===== src/rtl/chsel_pkg.sv =====
package chsel_pkg;
  localparam int unsigned CHSEL_BYTE_W = 8;
  localparam logic [3:0]  CHSEL_PREFIX = 4'b1110;

  typedef enum logic [2:0] {
    ST_IDLE,
    ST_ADDR,
    ST_ACK_A,
    ST_WR,
    ST_ACK_W,
    ST_RD,
    ST_ACK_R,
    ST_SKIP
  } chsel_state_t;
endpackage


===== src/rtl/chsel_filt.sv =====
module chsel_filt #(
  parameter int unsigned SYNC_STAGES = 2,
  parameter int unsigned FILT_CYC    = 7
) (
  input  logic clk,
  input  logic rst,
  input  logic pin_i,
  output logic lvl_o
);
  localparam int unsigned CW = $clog2(FILT_CYC + 1);

  logic [SYNC_STAGES-1:0] sync_q;
  logic [CW-1:0]          cnt_q;

  always_ff @(posedge clk) begin
    if (rst) sync_q <= '1;
    else     sync_q <= {sync_q[SYNC_STAGES-2:0], pin_i};
  end

  always_ff @(posedge clk) begin
    if (rst) begin
      lvl_o <= 1'b1;
      cnt_q <= '0;
    end else if (sync_q[SYNC_STAGES-1] == lvl_o) begin
      cnt_q <= '0;
    end else if (cnt_q == CW'(FILT_CYC - 1)) begin
      lvl_o <= sync_q[SYNC_STAGES-1];
      cnt_q <= '0;
    end else begin
      cnt_q <= cnt_q + 1'b1;
    end
  end
endmodule


===== src/rtl/chsel_cond.sv =====
module chsel_cond (
  input  logic clk,
  input  logic rst,
  input  logic scl_f,
  input  logic sda_f,
  output logic scl_rise,
  output logic scl_fall,
  output logic start_evt,
  output logic stop_evt
);
  logic scl_p, sda_p;

  always_ff @(posedge clk) begin
    if (rst) begin
      scl_p <= 1'b1;
      sda_p <= 1'b1;
    end else begin
      scl_p <= scl_f;
      sda_p <= sda_f;
    end
  end

  assign scl_rise  = scl_f & ~scl_p;
  assign scl_fall  = ~scl_f & scl_p;
  assign start_evt = scl_f & scl_p & sda_p & ~sda_f;
  assign stop_evt  = scl_f & scl_p & ~sda_p & sda_f;
endmodule


===== src/rtl/chsel_fsm.sv =====
module chsel_fsm
  import chsel_pkg::*;
#(
  parameter int unsigned NCH = 4
) (
  input  logic           clk,
  input  logic           rst,
  input  logic [2:0]     strap_i,
  input  logic           sda_f,
  input  logic           scl_rise,
  input  logic           scl_fall,
  input  logic           start_evt,
  input  logic           stop_evt,
  output logic           sda_oe_o,
  output logic [NCH-1:0] chan_en_o,
  output logic [NCH-1:0] shadow_o
);
  localparam int unsigned BW = CHSEL_BYTE_W;
  localparam int unsigned CW = $clog2(BW + 1);

  chsel_state_t      state_q;
  logic [CW-1:0]     bit_q;
  logic [BW-1:0]     rx_q;
  logic [BW-2:0]     tx_q;
  logic              rw_q;
  logic              nack_q;
  logic [NCH-1:0]    shadow_q;
  logic [NCH-1:0]    chan_q;
  logic              oe_q;
  logic [BW-1:0]     tx_load;
  logic              addr_hit;
  logic              byte_done;

  assign tx_load   = BW'(shadow_q);
  assign addr_hit  = (rx_q[BW-1:1] == {CHSEL_PREFIX, strap_i});
  assign byte_done = (bit_q == CW'(BW));

  always_ff @(posedge clk) begin
    if (rst) begin
      state_q  <= ST_IDLE;
      bit_q    <= '0;
      rx_q     <= '0;
      tx_q     <= '0;
      rw_q     <= 1'b0;
      nack_q   <= 1'b0;
      shadow_q <= '0;
      chan_q   <= '0;
      oe_q     <= 1'b0;
    end else if (start_evt) begin
      state_q <= ST_ADDR;
      bit_q   <= '0;
      oe_q    <= 1'b0;
    end else if (stop_evt) begin
      state_q <= ST_IDLE;
      oe_q    <= 1'b0;
      chan_q  <= shadow_q;
    end else begin
      unique case (state_q)
        ST_ADDR: begin
          if (scl_rise) begin
            rx_q  <= {rx_q[BW-2:0], sda_f};
            bit_q <= bit_q + 1'b1;
          end else if (scl_fall && byte_done) begin
            if (addr_hit) begin
              oe_q    <= 1'b1;
              rw_q    <= rx_q[0];
              state_q <= ST_ACK_A;
            end else begin
              state_q <= ST_SKIP;
            end
          end
        end
        ST_ACK_A: begin
          if (scl_fall) begin
            bit_q <= '0;
            if (rw_q) begin
              oe_q    <= ~tx_load[BW-1];
              tx_q    <= tx_load[BW-2:0];
              state_q <= ST_RD;
            end else begin
              oe_q    <= 1'b0;
              state_q <= ST_WR;
            end
          end
        end
        ST_WR: begin
          if (scl_rise) begin
            rx_q  <= {rx_q[BW-2:0], sda_f};
            bit_q <= bit_q + 1'b1;
          end else if (scl_fall && byte_done) begin
            shadow_q <= rx_q[NCH-1:0];
            oe_q     <= 1'b1;
            state_q  <= ST_ACK_W;
          end
        end
        ST_ACK_W: begin
          if (scl_fall) begin
            oe_q    <= 1'b0;
            bit_q   <= '0;
            state_q <= ST_WR;
          end
        end
        ST_RD: begin
          if (scl_rise) begin
            bit_q <= bit_q + 1'b1;
          end else if (scl_fall) begin
            if (byte_done) begin
              oe_q    <= 1'b0;
              state_q <= ST_ACK_R;
            end else begin
              oe_q <= ~tx_q[BW-2];
              tx_q <= {tx_q[BW-3:0], 1'b0};
            end
          end
        end
        ST_ACK_R: begin
          if (scl_rise) begin
            nack_q <= sda_f;
          end else if (scl_fall) begin
            if (nack_q) begin
              state_q <= ST_SKIP;
            end else begin
              bit_q   <= '0;
              oe_q    <= ~tx_load[BW-1];
              tx_q    <= tx_load[BW-2:0];
              state_q <= ST_RD;
            end
          end
        end
        default: ;
      endcase
    end
  end

  assign sda_oe_o  = oe_q;
  assign chan_en_o = chan_q;
  assign shadow_o  = shadow_q;
endmodule


===== src/rtl/chsel_ctrl.sv =====
module chsel_ctrl #(
  parameter int unsigned FILT_CYC    = 7,
  parameter int unsigned SYNC_STAGES = 2,
  parameter int unsigned NCH         = 4
) (
  input  logic           clk,
  input  logic           rst,
  input  logic [2:0]     strap_i,
  input  logic           scl_i,
  input  logic           sda_i,
  output logic           sda_oe_o,
  output logic [NCH-1:0] chan_en_o
);
  localparam int unsigned NLINE = 2;

  logic [NLINE-1:0] pin_raw;
  logic [NLINE-1:0] pin_flt;
  logic             scl_rise, scl_fall, start_evt, stop_evt;
  logic [NCH-1:0]   shadow;

  assign pin_raw = {sda_i, scl_i};

  for (genvar g = 0; g < NLINE; g++) begin : g_line
    chsel_filt #(
      .SYNC_STAGES(SYNC_STAGES),
      .FILT_CYC   (FILT_CYC)
    ) u_filt (
      .clk  (clk),
      .rst  (rst),
      .pin_i(pin_raw[g]),
      .lvl_o(pin_flt[g])
    );
  end

  chsel_cond u_cond (
    .clk      (clk),
    .rst      (rst),
    .scl_f    (pin_flt[0]),
    .sda_f    (pin_flt[1]),
    .scl_rise (scl_rise),
    .scl_fall (scl_fall),
    .start_evt(start_evt),
    .stop_evt (stop_evt)
  );

  chsel_fsm #(.NCH(NCH)) u_fsm (
    .clk      (clk),
    .rst      (rst),
    .strap_i  (strap_i),
    .sda_f    (pin_flt[1]),
    .scl_rise (scl_rise),
    .scl_fall (scl_fall),
    .start_evt(start_evt),
    .stop_evt (stop_evt),
    .sda_oe_o (sda_oe_o),
    .chan_en_o(chan_en_o),
    .shadow_o (shadow)
  );
endmodule


===== config.mk =====
export PLATFORM = sky130hd
export DESIGN_NAME = chsel_ctrl
export DESIGN_NICKNAME = d
export VERILOG_FILES = /design/src/rtl/chsel_pkg.sv /design/src/rtl/chsel_filt.sv /design/src/rtl/chsel_cond.sv /design/src/rtl/chsel_fsm.sv /design/src/rtl/chsel_ctrl.sv
export SDC_FILE = /design/constraint.sdc
export NUM_CORES = 1
export LEC_CHECK = 0
export ABC_CLOCK_PERIOD_IN_PS = 5500
export BUFFER_PORTS_ARGS = -buffer_cell sky130_fd_sc_hd__buf_2
export CORE_AREA = 2 2 70 59
export DETAILED_ROUTE_END_ITERATION = 8
export DIE_AREA = 0 0 72 61
export GPL_TIMING_DRIVEN = 0
export PLACE_DENSITY = 0.8
export SLEW_MARGIN = 15
export SYNTH_ARGS = -nofsm -noshare
export SYNTH_HDL_FRONTEND = slang
export SYNTH_HIERARCHICAL = 1
export SYNTH_SLANG_ARGS = --single-unit

===== constraint.sdc =====
create_clock -name clk -period 5.5 [get_ports clk]
set_clock_uncertainty 0.2 [all_clocks]
set_input_delay 1.1 -clock clk [delete_from_list [all_inputs] [get_ports clk]]
set_output_delay 1.1 -clock clk [all_outputs]
set_load 0.02 [all_outputs]

==> reports/metrics.csv <==
stage;metric;value;unit
worst_setup_path;worst_ep_arrival_time;2.64;ns
status;status;completed;
final_layout;layout.nets;273;
worst_setup_path;worstSetupPathType;input pin to flop;
floorplanning;start_util;61.6;%
place;dp_hpwl;3.17;mm
yosys;syn_area_per_cell;9.36;um2
power_and_ir_drop;p_int;436;uW
routing;ant_nets;0;
yosys;ys_ff_latch;47;
power_and_ir_drop;p_switching;130;uW
place;dp.cells;297;
yosys;synth_area;2260;um2
yosys;yosysTopAreaCell;dfxtp_1;
worst_setup_path;start_kind;input pin;
sta;hold_violations;0;
power_and_ir_drop;p_comb_share;2.3;%
yosys;synth_area_leaders;dfxtp_1 42%, mux2i_1 7.1%, nor2_1 3.6%;
worst_setup_path;r2r_end;u_fsm/shadow_o[3]$_SDFFE_PP0P_;
yosys;synthArstFlopShare;0;%
worst_setup_path;ff2ff_setup_slack;2.92;ns
yosys;yosysTopAreaCellShare;41.5;%
sta;rsz0062_at_grt;false;
global_routing;antenna_found_initial;0;
power_and_ir_drop;p_sw_share;22.9;%
yosys;synth_edf_count;0;
floorplanning;die-area;4390;um2
routing;wl_per_cell;14.7;um
routing;drt_iter0_drc;109;
worst_hold_path;hold_depth;1;
clocking;cts_tree;yes;
power_and_ir_drop;seqPwrFrac;60.6;%
clocking;cts_buffers;5;
worst_setup_path;crit_path_max_fanout;4;
clocking;htreeDepth;2;
yosys;synthFlopType;dfxtp_1;
yosys;synthDistinctLibCells;54;
clocking;clockRootBuffer;clkbuf_8;
worst_hold_path;hold_path.class;flop to flop;
final_layout;syn_to_final_growth;8.73;%
sta;fmaxAchievable;0.377;GHz
floorplanning;io_pins;12;
worst_hold_path;hold_path_end;g_line[1].u_filt/sync_q[1]$_SDFF_PP1_;
clocking;ctsResizeCount;0;
worst_setup_path;cp-end-kind;flop;
yosys;synth_most_common_cell;dfxtp_1;
clocking;clock_latency;0.30;ns
routing;vias;1818;
routing;via_per_inst;5.96;
clocking;clock-sinks;47;
final_layout;drive_gt1_share;15.7;%
global_routing;grt_max_degree;20;
power_and_ir_drop;power_frac_clock;37.1;%
final_layout;num-fill-cells;312;
sta;slew_headroom;42.3;%
worst_setup_path;reg2reg_from;g_line[1].u_filt/lvl_o$_SDFFE_PP1P_;
global_routing;grt-ovfl-total;0;
yosys;yosysWarnings;6;
worst_hold_path;hold_start;g_line[1].u_filt/sync_q[0]$_SDFF_PP1_;
power_and_ir_drop;leakagePower;0.882;nW
floorplanning;num_rows;20;
place;gp_routability_congestion;0.838;
routing;wl;4.47;mm
floorplanning;coreArea;3680;um2
clocking;clk_path_buf_depth;2;
yosys;synth-seq-area-share;41.5;%
job;drv_cap;0;
floorplanning;die_w;72;um
worst_setup_path;critPathRequiredTime;5.49;ns
yosys;synth_nets;255;
worst_setup_path;reg2reg_depth;8;
clocking;clk_pin_slew;0.09;ns
sta;worst_pin_slew;0.857;ns
power_and_ir_drop;ir_drop;211;uV
routing;dr.pass1.iters;4;
clocking;postCtsHoldBufs;0;
final_layout;antenna_cells;0;
final_layout;fin_cells;305;
global_routing;grt_pass1_wl;7.49;mm
yosys;synthesis.instances;242;
sta;final-setup-viol-count;0;
sta;final-max-slew-violation-count;0;
sta;fin_crit;2.65;ns
yosys;yosys-top-cells-count;47 x dfxtp_1, 22 x nor2_1, 16 x mux2i_1, 16 x nand3_1;
global_routing;grt_pass1_vias;1625;
floorplanning;chipHeight;61;um
routing;drc;0;
global_routing;grt.total_usage;22.1;%
sta;timing.final.crit_share;48.2;%
power_and_ir_drop;pwr_density_cell;230;nW/um2
place;portBuffers;11;
sta;fin_tns_setup;0;ns
clocking;cts_setup_buffers;0;
stage by stage:
stage / total power, mW / setup WS, ns / instance area (um2) / hold WS, ns / utilization, %
final: 0.566 / 2.85 / 2460 / 0.212 / 66.9
after global routing: 0.587 / 2.71 / 2460 / 0.227 / 66.9
after CTS: 0.570 / 2.91 / 2460 / 0.221 / 66.9
after detailed placement: 0.364 / 2.59 / 2370 / 0.200 / 64.6
after global placement: 0.363 / 2.58 / 2370 / 0.192 / 64.6
after floorplan: 0.357 / 3.04 / 2260 / 0.189 / -
state kept, by name, indices dropped and copies added (netlist names), 2 cells and up:
signal and cells:
g_line.u_filt/cnt_q 6, g_line.u_filt/lvl_o 2, g_line.u_filt/sync_q 4, u_fsm/bit_q 4
u_fsm/chan_en_o 4, u_fsm/rx_q 8, u_fsm/shadow_o 4, u_fsm/state_q 3
u_fsm/tx_q 7
kinds of logic (layout without fill, tap and decap cells):
group	after synthesis	in the layout	synth area share, %
and+or+nand+nor	103	103	25.4
DFF	47	47	41.5
AOI/OAI and AO/OA	46	46	16.6
buffers and inverters	18	37	3.59
muxes	17	17	7.57
adders and majority gates	6	6	3.31
xor gates and xnor gates	5	5	1.93
power by group through the flow:
| stage | combinational (mW) | clock (mW) | sequential, mW |
|---|---|---|---|
| floorplan | 0.00688 | 0 | 0.350 |
| global placement | 0.0130 | 0 | 0.351 |
| detailed placement | 0.0131 | 0 | 0.351 |
| CTS | 0.0131 | 0.214 | 0.343 |
| global route | 0.0146 | 0.230 | 0.343 |
| finish | 0.0132 | 0.210 | 0.343 |
worst max-delay path, cell delays in order:
cell     delay [ns]
buf_2          0.10
xor2_1         0.13
nor4_1         0.74
and4b_1        0.31
mux2i_1        0.20
nor2_1         0.05
how the worst max path moves through the flow:
stage                                        start                        endpoint  depth (start not counted)
5_1_grt        g_line[1].u_filt/lvl_o$_SDFFE_PP1P_  u_fsm/shadow_o[1]$_SDFFE_PP0P_                          8
3_5_place_dp                            strap_i[1]         u_fsm/rw_q$_SDFFE_PP0P_                          6
6_report                                strap_i[1]         u_fsm/rw_q$_SDFFE_PP0P_                          6
3_3_place_gp                            strap_i[1]         u_fsm/rw_q$_SDFFE_PP0P_                          6
4_1_cts                                 strap_i[1]         u_fsm/rw_q$_SDFFE_PP0P_                          6
2_1_floorplan                           strap_i[1]         u_fsm/rw_q$_SDFFE_PP0P_                          5
cells in the final DEF (no fill, tap or decap), types with 3 or more instances in the layout:
master / count
nand2b_1: 6
a2111oi_1: 4
mux2i_1: 16
xor2_1: 3
a211oi_2: 5
clkbuf_1: 9
or2_2: 7
ha_1: 6
and4b_1: 3
inv_1: 4
clkbuf_8: 5
dfxtp_1: 47
nand3_1: 16
nor2b_1: 10
o21ai_0: 3
nor2_1: 22
nand2_1: 14
nor3_1: 3
buf_2: 13
a21oi_1: 14
cell type report:
class / instances / area (um2) / share of cell area [%]
plain buffers: 14 / 66.3 / 2.69
clock buffers: 5 / 68.8 / 2.79
clock inverters: 3 / 18.8 / 0.762
inverters: 4 / 15.0 / 0.610
multi-input cells: 177 / 1240 / 50.5
flip-flops and latches: 47 / 941 / 38.2
well taps: 44 / 55.1 / 2.24
repair buffers: 11 / 55.1 / 2.24
layer usage:
layer | routed length [um] | vias up | global-route usage [%]
met5 | 0 | - | 0
met4 | 0 | 0 | 5.12
met3 | 176 | 0 | 7.14
met2 | 1970 | 34 | 33.7
met1 | 2320 | 879 | 30.9
li1 | - | 905 | -
Note: power is estimated with default switching activity, not from simulation.
